--- config.mk ---
export PLATFORM = sky130hd
export DESIGN_NAME = hdr_ratio_detect
export DESIGN_NICKNAME = d
export VERILOG_FILES = /design/src/rtl/hdr_ratio_pkg.sv /design/src/rtl/hdr_word_counter.sv /design/src/rtl/hdr_flag_capture.sv /design/src/rtl/hdr_ratio_encode.sv /design/src/rtl/hdr_ratio_detect.sv
export SDC_FILE = /design/constraint.sdc
export NUM_CORES = 1
export LEC_CHECK = 0
export ABC_AREA = 0
export CORE_MARGIN = 5
export CORE_UTILIZATION = 30
export CTS_BUF_LIST = sky130_fd_sc_hd__clkbuf_16
export CTS_CLUSTER_DIAMETER = 30
export DETAILED_ROUTE_END_ITERATION = 10
export DONT_BUFFER_PORTS = 1
export PLACE_DENSITY = 0.46
export SYNTH_ARGS = -nofsm -noshare
export SYNTH_HDL_FRONTEND = slang
export SYNTH_SLANG_ARGS = --single-unit
--- constraint.sdc ---
create_clock -name clk_i -period 3.02 [get_ports clk_i]
set_input_delay 0.755 -clock clk_i [delete_from_list [all_inputs] [get_ports clk_i]]
set_output_delay 0.755 -clock clk_i [all_outputs]
set_load 0.1 [all_outputs]
--- src/rtl/hdr_ratio_pkg.sv ---
package hdr_ratio_pkg;
  typedef enum logic [1:0] {
    RATIO_X1 = 2'd0,
    RATIO_X2 = 2'd1,
    RATIO_X4 = 2'd2,
    RATIO_X8 = 2'd3
  } ratio_e;

  // base x2 (encrypted) or x4 (compressed), doubled on the wide bus
  function automatic ratio_e ratio_code(input logic wide, input logic enc, input logic cmp);
    logic [1:0] base;
    if (!enc && !cmp) return RATIO_X1;
    base = cmp ? 2'd2 : 2'd1;
    return ratio_e'(base + {1'b0, wide});
  endfunction
endpackage

--- src/rtl/hdr_word_counter.sv ---
module hdr_word_counter #(
  parameter int unsigned LAST_IDX = 229,
  parameter int unsigned CNT_W    = 8
) (
  input  logic             clk_i,
  input  logic             rst_ni,
  input  logic             valid_i,
  input  logic             sof_i,
  input  logic             eof_i,
  output logic             take_o,
  output logic [CNT_W-1:0] idx_o
);
  logic             busy_q;
  logic [CNT_W-1:0] cnt_q;

  assign take_o = valid_i && (sof_i || busy_q);
  assign idx_o  = sof_i ? '0 : cnt_q;

  always_ff @(posedge clk_i or negedge rst_ni) begin
    if (!rst_ni) begin
      busy_q <= 1'b0;
      cnt_q  <= '0;
    end else if (take_o) begin
      busy_q <= !eof_i;
      // stop one past the last header word
      if (idx_o <= CNT_W'(LAST_IDX)) cnt_q <= idx_o + 1'b1;
      else                           cnt_q <= idx_o;
    end
  end
endmodule

--- src/rtl/hdr_flag_capture.sv ---
module hdr_flag_capture #(
  parameter int unsigned WORD_W  = 32,
  parameter int unsigned CNT_W   = 8,
  parameter int unsigned ENC_IDX = 69,
  parameter int unsigned ENC_LSB = 2,
  parameter int unsigned ENC_MSB = 3,
  parameter int unsigned CMP_IDX = 229,
  parameter int unsigned CMP_BIT = 1
) (
  input  logic              clk_i,
  input  logic              rst_ni,
  input  logic              take_i,
  input  logic              sof_i,
  input  logic [CNT_W-1:0]  idx_i,
  input  logic [WORD_W-1:0] data_i,
  input  logic              wide_i,
  output logic              enc_o,
  output logic              wide_o,
  output logic              cmp_hit_o,
  output logic              cmp_now_o
);
  logic enc_q, wide_q;

  always_ff @(posedge clk_i or negedge rst_ni) begin
    if (!rst_ni) begin
      enc_q  <= 1'b0;
      wide_q <= 1'b0;
    end else if (take_i) begin
      if (sof_i) begin
        enc_q  <= 1'b0;
        wide_q <= wide_i;
      end
      if (idx_i == CNT_W'(ENC_IDX)) enc_q <= |data_i[ENC_MSB:ENC_LSB];
    end
  end

  assign enc_o     = enc_q;
  assign wide_o    = wide_q;
  assign cmp_hit_o = take_i && (idx_i == CNT_W'(CMP_IDX));
  assign cmp_now_o = !data_i[CMP_BIT];
endmodule

--- src/rtl/hdr_ratio_encode.sv ---
module hdr_ratio_encode
  import hdr_ratio_pkg::*;
(
  input  logic       clk_i,
  input  logic       rst_ni,
  input  logic       start_i,
  input  logic       done_i,
  input  logic       short_i,
  input  logic       enc_i,
  input  logic       cmp_i,
  input  logic       wide_i,
  output logic [1:0] ratio_o,
  output logic       valid_o,
  output logic       err_o
);
  ratio_e ratio_q;
  logic   valid_q, err_q;

  always_ff @(posedge clk_i or negedge rst_ni) begin
    if (!rst_ni) begin
      ratio_q <= RATIO_X1;
      valid_q <= 1'b0;
      err_q   <= 1'b0;
    end else begin
      if (start_i) begin
        ratio_q <= RATIO_X1;
        valid_q <= 1'b0;
        err_q   <= 1'b0;
      end
      if (done_i) begin
        ratio_q <= ratio_code(wide_i, enc_i, cmp_i);
        valid_q <= 1'b1;
      end
      if (short_i) err_q <= 1'b1;
    end
  end

  assign ratio_o = ratio_q;
  assign valid_o = valid_q;
  assign err_o   = err_q;
endmodule

--- src/rtl/hdr_ratio_detect.sv ---
module hdr_ratio_detect #(
  parameter int unsigned WORD_W  = 32,
  parameter int unsigned ENC_IDX = 69,
  parameter int unsigned ENC_LSB = 2,
  parameter int unsigned ENC_MSB = 3,
  parameter int unsigned CMP_IDX = 229,
  parameter int unsigned CMP_BIT = 1
) (
  input  logic              clk_i,
  input  logic              rst_ni,
  input  logic              valid_i,
  input  logic              sof_i,
  input  logic              eof_i,
  input  logic              wide_i,
  input  logic [WORD_W-1:0] data_i,
  output logic [1:0]        ratio_o,
  output logic              ratio_valid_o,
  output logic              hdr_err_o
);
  localparam int unsigned CNT_W = $clog2(CMP_IDX + 2);

  logic             take, enc, wide, cmp_hit, cmp_now, start, short_end;
  logic [CNT_W-1:0] idx;

  hdr_word_counter #(.LAST_IDX(CMP_IDX), .CNT_W(CNT_W)) i_cnt (
    .clk_i, .rst_ni, .valid_i, .sof_i, .eof_i,
    .take_o(take), .idx_o(idx)
  );

  hdr_flag_capture #(
    .WORD_W(WORD_W), .CNT_W(CNT_W), .ENC_IDX(ENC_IDX), .ENC_LSB(ENC_LSB),
    .ENC_MSB(ENC_MSB), .CMP_IDX(CMP_IDX), .CMP_BIT(CMP_BIT)
  ) i_cap (
    .clk_i, .rst_ni, .take_i(take), .sof_i, .idx_i(idx), .data_i, .wide_i,
    .enc_o(enc), .wide_o(wide), .cmp_hit_o(cmp_hit), .cmp_now_o(cmp_now)
  );

  assign start     = take && sof_i;
  assign short_end = take && eof_i && (idx < CNT_W'(CMP_IDX));

  hdr_ratio_encode i_enc (
    .clk_i, .rst_ni, .start_i(start), .done_i(cmp_hit), .short_i(short_end),
    .enc_i(enc), .cmp_i(cmp_now), .wide_i(wide),
    .ratio_o, .valid_o(ratio_valid_o), .err_o(hdr_err_o)
  );
endmodule

==> run summary, run 1 <==
status: finished clean
most frequent cells in the layout: 15 x dfrtp_1, 12 x nand2_1, 8 x inv_1, 4 x o21ai_0, 4 x ha_1
HP Class: in -> async
Tot GR Track Use: 9.13%
final hold slack: 0.205 ns
final instance area: 975 sq um
TritonCTS buffer count: 3
top sig layer: met4
DR vias/cell: 5.35
pin count of the biggest net entering global routing: 16
Yosys reg bits: 15
initial antenna violation count: 0
Final nets: 132
Initial Util: 31.6%
Root Driver: clkbuf_16
hold_buf cts: 0
CTS tree: built
total clock sinks: 15
routability cong.: 0.739
Fill cells: 305
Final ANT Viol Nets: 0
Final Non-Filler Cells: 120
Post-CTS Resized: 0
First DRT Iteration DRCs: 25
number of global-route vias before repair: 617
GRT overflow: 0
setup TNS: 0 ns
first-pass GRT wire length: 2930 um
RSZ-0062 raised after global routing: false
WP data required: 3.14 ns
Syn. warnings: 0
Worst Skew: 0.00190 ns
synthesized area: 886 sq um
Synth async-reset ratio: 100%
Max Fclk: 0.461 GHz
wire length on met2: 791 um
area post-placement: 895 sq um
total power: 0.000611 W
Seq/Total Area, Yosys: 42.4%
DRT met1 WL: 887 um
maximum clock path buffer count: 2
post-synth top area share: 42.4%
Reg area: 375 sq um
Via Count: 642
setup violators final: 0
leak pwr: 0.427 nW
PwrDens: 627 nW/um^2
fin crit period: 2.17 ns
VDD IR max: 0.000341 V
final worst path period share: 71.9%
Slew @ Worst Pin: 0.895 ns
Mapped Nets: 130
count of cell types in the netlist: 36
gate count of the mapped netlist: 88
drt wl/cell: 14.9 um
critical path arrival: 2.29 ns
number of remaining DRC errors: 0
clock-pin slew on the worst setup and hold paths: 0.05 ns
core area: 2810 sq um
CP peak stage delay: 0.46 ns
area occupied by multi-input gates: 450 sq um
slowest CP cell: or3b_2
crit path kind: in -> reg
crit path cell chain: nand2b_1, inv_1, ha_1, or3b_2, o311ai_2, and2_4, mux2_1
routed wl met3: 102 um
Synth Flop Type: dfrtp_1
Hold Violations, Final: 0
nature of the critical path endpoint: flop
top post-synthesis cells by area: dfrtp_1 42%, ha_1 5.6%, nand2_1 5.1%
Die Height: 64.3 um
setup bufs post-CTS: 0
max capacitance violation total: 0
H-tree levels: 1
placed cell count: 116
First-pass DRT Iterations: 4
drt total wl: 1790 um
post-detail-place hpwl: 1320 um
diode count: 0
num rows: 19
worst reg2reg path startpoint: i_cnt.cnt_q[1]
Rel. slew slack: 40.3%
EDFF count, synth: 0
mean area per synthesized cell: 10.1 sq um
total die area: 4140 sq um
fin. max-slew vios: 0
CP Launch Type: input pin
Die Span X: 64.3 um
crit path max fanout: 10
most common cell after layout, fill and taps aside: dfrtp_1
# port buffers: 0
area grow syn2layout: 10.0%
Top Ports: 42
cell taking the most area after synthesis: dfrtp_1
Clock Latency Late Sink: 0.24 ns
crit path from: sof_i
share of cells above drive strength 1: 12.4%
## synth_stat cells (2+ instances only)
cell and count:
o31ai_1 2, a32o_1 2, nor2_1 3, nand3_1 3
nand4_1 2, buf_6 2, inv_1 8, mux2i_1 2
nand2_1 12, o21ai_0 4, nand2b_1 3, o22ai_1 2
dfrtp_1 15, nor3_1 2, ha_1 4, nor2b_1 2
## worst max-delay path: cells and delay by family
family	cells	cell delay, ns
simple gates	3	0.84
compound gates	1	0.13
buf+inv	1	0.09
fa+ha+maj	1	0.17
mux	1	0.31
## final timing paths
| path | end | slack [ns] | depth (start not counted) |
|---|---|---|---|
| max in group asynchronous | i_cnt.cnt_q[6] | 2.75 | 0 |
| min in group clk_i | i_cnt.busy_q | 0.50 | 2 |
| worst min-delay path | i_cnt.busy_q | 0.20 | 0 |
| worst max register to register | i_cnt.cnt_q[1] | 1.00 | 7 |
| worst max-delay path | i_cnt.cnt_q[1] | 0.85 | 7 |
| worst min register to register | i_cnt.busy_q | 0.50 | 2 |
## cell type report
cell class	count	area share, %
well taps	31	3.98
inverters	8	3.08
multi-input cells	62	46.2
clock inverters	1	0.513
flip-flops and latches	15	38.5
clock buffers	3	7.70
## cell families (layout without fill, tap and decap cells)
group                    Yosys count  in the layout  synth area share, %
AND/OR/NAND/NOR                   36             36                 24.9
adder cells (fa/ha/maj)            4              4                 5.65
multiplexers                       4              4                 4.80
flip-flops                        15             15                 42.4
XOR/XNOR                           1              1                0.989
buffers and inverters             11             12                 6.78
AO/OA/AOI/OAI                     17             17                 14.5
## per-layer routing
metal	vias to the layer above	global-route usage, %
li1	317	-
met5	-	0
met2	14	13.7
met1	309	11.9
met3	2	4.20
met4	0	2.37
## sequential cells by signal, summed over array words and instances, names as in the netlist
| name | flops |
|---|---|
| i_enc.ratio_o | 2 |
| i_enc.valid_o | 1 |
| i_cnt.cnt_q | 8 |
| i_cap.enc_o | 1 |
| i_cnt.busy_q | 1 |
| i_enc.err_o | 1 |
| i_cap.wide_o | 1 |
## power breakdown
group / leakage (nW) / total (W) / internal (W) / switching [W]
registers: 0.198 / 0.000271 / 0.000227 / 0.0000443
clock network: 0.0409 / 0.000256 / 0.000177 / 0.0000792
logic: 0.188 / 0.0000844 / 0.0000420 / 0.0000424
total: 0.427 / 0.000611 / 0.000445 / 0.000166
## through the flow
step / util (%) / setup slack [ns]
after floorplan: - / 0.597
after global placement: 31.9 / 0.609
after detailed placement: 31.9 / 0.591
after CTS: 34.7 / 0.845
after global routing: 34.7 / 0.739
final: 34.7 / 0.850
Note: power is estimated with default switching activity, not from simulation.
==> inputs of run 2 (changes only) <==
Settings changed: PLACE_DENSITY 0.46 to 0.47.
Clock period 3.02 ns to 1.79 ns, I/O delays scaled along.
==> run summary, run 2 (synthesis gave the netlist of run 1 again) <==
Clock power frac: 37.5% (was 41.9%)
fin. max-slew vios: 0 (unchanged)
initial antenna violation count: 0 (unchanged)
drt total wl: 2100 um (was 1790 um)
core area: 2810 sq um (unchanged)
routability cong.: 0.773 (was 0.739)
DR vias/cell: 5.21 (was 5.35)
VDD IR max: 0.000495 V (was 0.000341 V)
GRT overflow: 0 (unchanged)
Max Fclk: 0.563 GHz
setup violators final: 0 (unchanged)
crit path kind: reg -> reg (was in -> reg)
fin crit period: 1.77 ns
RSZ-0062 raised after global routing: true (was false)
H-tree levels: 1 (unchanged)
slowest CP cell: dfrtp_1 (was or3b_2)
Worst Skew: 0.00245 ns (was 0.00190 ns)
Buf/Inv on CP: 1 (unchanged)
WP data required: 1.92 ns (was 3.14 ns)
CP top delay family: simple AND/OR/NAND/NOR gates (unchanged)
register name with the most flops: i_cnt.cnt_q (unchanged)
most frequent cells in the layout: 17 x buf_4, 15 x dfrtp_1, 12 x nand2_1, 7 x inv_1, 4 x o21ai_0 (was 15 x dfrtp_1, 12 x nand2_1, 8 x inv_1, 4 x o21ai_0, 4 x ha_1)
sequential share of power: 36.5% (was 44.3%)
HP Class: in -> reg (was in -> async)
Root Driver: clkbuf_16 (unchanged)
global routing usage on met1: 14.3% (was 11.9%)
total power: 0.00117 W (was 0.000611 W)
max capacitance violation total: 0 (unchanged)
met3 Use GR: 4.38% (was 4.20%)
max reg flops: 8 (unchanged)
final worst path period share: 99.2%
diode count: 0 (unchanged)
Final ANT Viol Nets: 0 (unchanged)
Initial Util: 31.6% (unchanged)
Slew @ Worst Pin: 0.719 ns (was 0.895 ns)
Rel. slew slack: 51.9% (was 40.3%)
area grow syn2layout: 31.2% (was 10.0%)
Die Height: 64.3 um (unchanged)
pin count of the biggest net entering global routing: 16 (unchanged)
TritonCTS buffer count: 3 (unchanged)
Clock Latency Late Sink: 0.25 ns (was 0.24 ns)
CP Launch Type: flop (was input pin)
Top Ports: 42 (unchanged)
pre-CTS setup slack: -0.0625 ns (was 0.591 ns)
num rows: 19 (unchanged)
crit path cell chain: nor2b_4, inv_2, ha_4, or3b_4, o311ai_4, and2_4, mux2_4 (was nand2b_1, inv_1, ha_1, or3b_2, o311ai_2, and2_4, mux2_1)
Hold Violations, Final: 0 (unchanged)
First DRT Iteration DRCs: 20 (was 25)
maximum clock path buffer count: 2 (unchanged)
Tot GR Track Use: 11.0% (was 9.13%)
total die area: 4140 sq um (unchanged)
sw frac: 28.4% (was 27.2%)
clock-pin slew on the worst setup and hold paths: 0.05 ns (about the same)
nature of the critical path endpoint: flop (unchanged)
leak pwr: 0.533 nW (was 0.427 nW)
PnR worst setup slack: 0.0151 ns (was 0.850 ns)
Via Count: 719 (was 642)
Final nets: 150 (was 132)
P_sw: 0.000333 W (was 0.000166 W)
CTS tree: built (unchanged)
critical path arrival: 1.91 ns (was 2.29 ns)
most common cell after layout, fill and taps aside: buf_4 (was dfrtp_1)
PwrDens: 1010 nW/um^2 (was 627 nW/um^2)
cell internal pwr: 0.000841 W (was 0.000445 W)
CP peak stage delay: 0.38 ns (was 0.46 ns)
share of cells above drive strength 1: 32.7% (was 12.4%)
# port buffers: 0 (unchanged)
status: finished clean (unchanged)
number of global-route vias before repair: 741 (was 617)
crit path max fanout: 2 (was 10)
number of remaining DRC errors: 0 (unchanged)
post-detail-place hpwl: 1550 um (was 1320 um)
Die Span X: 64.3 um (unchanged)
total clock sinks: 15 (unchanged)
final hold slack: 0.304 ns (was 0.205 ns)
met2 Usage GRT: 16.6% (was 13.7%)
first-pass GRT wire length: 3550 um (was 2930 um)
drt wl/cell: 15.2 um (was 14.9 um)
combinational power share: 26.0% (was 13.8%)
GR peak layer: met2 (unchanged)
First-pass DRT Iterations: 4 (unchanged)
## run 2: cell types whose count changed in the layout (fill, tap and decap cells not counted), sizes merged
| cell | previous run | this run |
|---|---|---|
| clkinv | 1 | 0 |
| inv | 8 | 9 |
| dlygate4sd3 | 0 | 1 |
| buf | 0 | 17 |
## run 2: path summary, 6_finish.rpt
check                                    start             end  slack [ns]  cells after the start
worst max-delay path            i_cnt.cnt_q[1]  i_cnt.cnt_q[1]        0.02                      7
worst min-delay path                     eof_i    i_cnt.busy_q        0.30                      1
worst max register to register  i_cnt.cnt_q[1]  i_cnt.cnt_q[1]        0.02                      7
worst min register to register    i_cap.wide_o    i_cap.wide_o        0.50                      1
max in group asynchronous               rst_ni    i_cap.wide_o        0.63                      1
min in group asynchronous               rst_ni  i_cnt.cnt_q[7]        0.70                      1
## run 2: timing repair
item | 4_1_cts | 5_1_grt
setup endpoints to repair | 2 | 6
setup buffers | 2 | 1
hold buffers | 1 | 0
pin swaps | 2 | 1
resized for setup | 3 | 2
gates cloned | 0 | 0
hold endpoints to repair | 15 | 0
## run 2: area by class of cell
| class | instances | area, sq um |
|---|---|---|
| Timing Repair Buffer | 18 | 138 |
| Clock buffer | 3 | 75.1 |
| Clock inverter | 1 | 3.75 |
| Inverter | 8 | 30.0 |
| Fill cell | 285 | 1640 |
| Sequential cell | 15 | 375 |
| Tap cell | 31 | 38.8 |
| Multi-Input combinational cell | 62 | 502 |
## run 2: power by group through the flow
stage / sequential (W) / clock (W) / combinational, W
floorplan: 0.000446 / 0 / 0.000163
global placement: 0.000431 / 0 / 0.000248
detailed placement: 0.000432 / 0 / 0.000255
CTS: 0.000427 / 0.000449 / 0.000290
global route: 0.000439 / 0.000461 / 0.000337
finish: 0.000429 / 0.000440 / 0.000305
## run 2: through the flow
stage / TNS [ns] / instance area (sq um) / instances / utilization [%]
after detailed placement: -0.0922 / 1040 / 130 / 36.9
after CTS: 0 / 1150 / 137 / 40.9
final: 0 / 1160 / 138 / 41.4
after global routing: -0.0687 / 1160 / 138 / 41.4
after floorplan: -0.159 / 926 / 88 / -
after global placement: -0.0545 / 1040 / 130 / 36.9
## run 2: metal layers
metal	vias to the layer above	wire length, um
met5	-	0
met4	0	13
met3	2	102
met2	12	951
met1	353	1030
li1	352	-
## run 2: worst reg2reg max path, delay by kind of cell (launching register included)
kind	cells	cell delay (ns)
AND/OR/NAND/NOR	3	0.73
buffers and inverters	1	0.07
flip-flops	1	0.38
multiplexers	1	0.29
adder cells (fa/ha/maj)	1	0.12
AO/OA/AOI/OAI	1	0.08
==> inputs of run 3 (changes only) <==
Settings changed: CORE_UTILIZATION 30 to 34, PLACE_DENSITY 0.47 to 0.52, TNS_END_PERCENT set to 1.
==> run summary, run 3 (synthesis gave the netlist of run 1 again) <==
share of cells above drive strength 1: 32.7% (unchanged)
first-pass GRT wire length: 3440 um (was 3550 um)
number of remaining DRC errors: 0 (unchanged)
Final ANT Viol Nets: 0 (unchanged)
most common cell after layout, fill and taps aside: buf_4 (unchanged)
TritonCTS buffer count: 3 (unchanged)
max reg flops: 8 (unchanged)
Hold Violations, Final: 0 (unchanged)
setup violators final: 0 (unchanged)
most frequent cells in the layout: 17 x buf_4, 15 x dfrtp_1, 12 x nand2_1, 7 x inv_1, 4 x o21ai_0 (unchanged)
Slew @ Worst Pin: 0.726 ns (was 0.719 ns)
Final Non-Filler Cells: 137 (was 138)
max capacitance violation total: 0 (unchanged)
crit path max fanout: 2 (unchanged)
Root Driver: clkbuf_16 (unchanged)
fin crit period: 1.76 ns (was 1.77 ns)
Max Fclk: 0.569 GHz (was 0.563 GHz)
Top Ports: 42 (unchanged)
core area: 2480 sq um (was 2810 sq um)
WP data required: 1.92 ns (about the same)
Die Span X: 61.0 um (was 64.3 um)
drt wl/cell: 14.9 um (was 15.2 um)
Worst Skew: 0.00612 ns (was 0.00245 ns)
total die area: 3730 sq um (was 4140 sq um)
pin count of the biggest net entering global routing: 16 (unchanged)
fin. max-slew vios: 0 (unchanged)
placed cell count: 130 (unchanged)
pre-CTS setup slack: -0.0624 ns (was -0.0625 ns)
leak pwr: 0.525 nW (was 0.533 nW)
initial antenna violation count: 0 (unchanged)
DR vias/cell: 5.30 (was 5.21)
critical path arrival: 1.89 ns (was 1.91 ns)
GRT overflow: 0 (unchanged)
# port buffers: 0 (unchanged)
crit path kind: reg -> reg (unchanged)
area grow syn2layout: 30.9% (was 31.2%)
First DRT Iteration DRCs: 15 (was 20)
Clock Latency Late Sink: 0.25 ns (about the same)
RSZ-0062 raised after global routing: true (unchanged)
Final nets: 150 (unchanged)
routability cong.: 0.808 (was 0.773)
post-detail-place hpwl: 1490 um (was 1550 um)
Tot GR Track Use: 12.6% (was 11.0%)
total clock sinks: 15 (unchanged)
PnR worst setup slack: 0.0340 ns (was 0.0151 ns)
PwrDens: 1000 nW/um^2 (was 1010 nW/um^2)
clock-pin slew on the worst setup and hold paths: 0.05 ns (about the same)
Rel. slew slack: 51.4% (was 51.9%)
register name with the most flops: i_cnt.cnt_q (unchanged)
Die Height: 61.0 um (was 64.3 um)
H-tree levels: 1 (unchanged)
maximum clock path buffer count: 2 (unchanged)
Fill cells: 247 (was 285)
Via Count: 726 (was 719)
diode count: 0 (unchanged)
setup TNS: 0 ns (unchanged)
status: finished clean (unchanged)
CTS tree: built (unchanged)
nature of the critical path endpoint: flop (unchanged)
final worst path period share: 98.1% (was 99.2%)
First-pass DRT Iterations: 4 (unchanged)
drt total wl: 2040 um (was 2100 um)
number of global-route vias before repair: 707 (was 741)
num rows: 18 (was 19)
Initial Util: 35.8% (was 31.6%)
VDD IR max: 0.000692 V (was 0.000495 V)
CP Launch Type: flop (unchanged)
HP Class: in -> reg (unchanged)
run 3: area by class of cell:
type	count	area, sq um	area share (%)
Sequential cell	15	375	32.4
Clock inverter	1	3.75	0.324
Tap cell	30	37.5	3.24
Multi-Input combinational cell	62	500	43.2
Inverter	8	30.0	2.59
Timing Repair Buffer	18	138	11.9
Clock buffer	3	75.1	6.47
run 3: path summary, 6_finish.rpt:
check	start	endpoint	slack, ns	cells after the start
hold reg to reg	i_enc.valid_o	i_enc.valid_o	0.48	2
setup reg to reg	i_cnt.cnt_q[1]	i_cnt.cnt_q[1]	0.03	7
setup / recovery	i_cnt.cnt_q[1]	i_cnt.cnt_q[1]	0.03	7
max in group asynchronous	rst_ni	i_cap.wide_o	0.63	1
min in group asynchronous	rst_ni	i_cnt.busy_q	0.70	1
hold / removal	eof_i	i_cnt.busy_q	0.30	1
run 3: power by group:
group | internal (W) | total [W] | switching (W)
Combinational | 0.000158 | 0.000300 | 0.000142
Sequential | 0.000383 | 0.000430 | 0.0000468
Clock | 0.000296 | 0.000430 | 0.000134
Total | 0.000837 | 0.00116 | 0.000323
run 3: worst max-delay path, cell delays in order, from the launching register on:
cell	delay (ns)
dfrtp_1	0.38
nor2b_4	0.13
inv_2	0.07
ha_4	0.12
or3b_4	0.38
o311ai_4	0.08
and2_4	0.20
mux2_4	0.29
run 3: per-layer routing:
layer,routed length [um],vias up,track usage [%]
met4,26,0,3.72
met2,1010,21,20.8
met3,126,2,3.98
met1,879,349,15.8
met5,0,-,0
li1,-,354,-
run 3: per-stage QoR:
stage	power, W	utilization (%)	instance area, sq um	hold slack (ns)
CTS	0.00117	46.4	1150	0.298
detailed placement	0.000695	42.1	1040	0.152
global route	0.00122	46.8	1160	0.293
floorplan	0.000608	-	922	0.152
finish	0.00116	46.8	1160	0.303
global placement	0.000688	42.1	1040	0.152
run 3: what timing repair did:
item / in CTS / in global routing
hold buffers: 1 / 0
setup endpoints to repair: 2 / 6
resized for setup: 2 / 3
setup buffers: 2 / 0
endpoints found under the hold margin: 15 / 0
pin swaps: 3 / 2
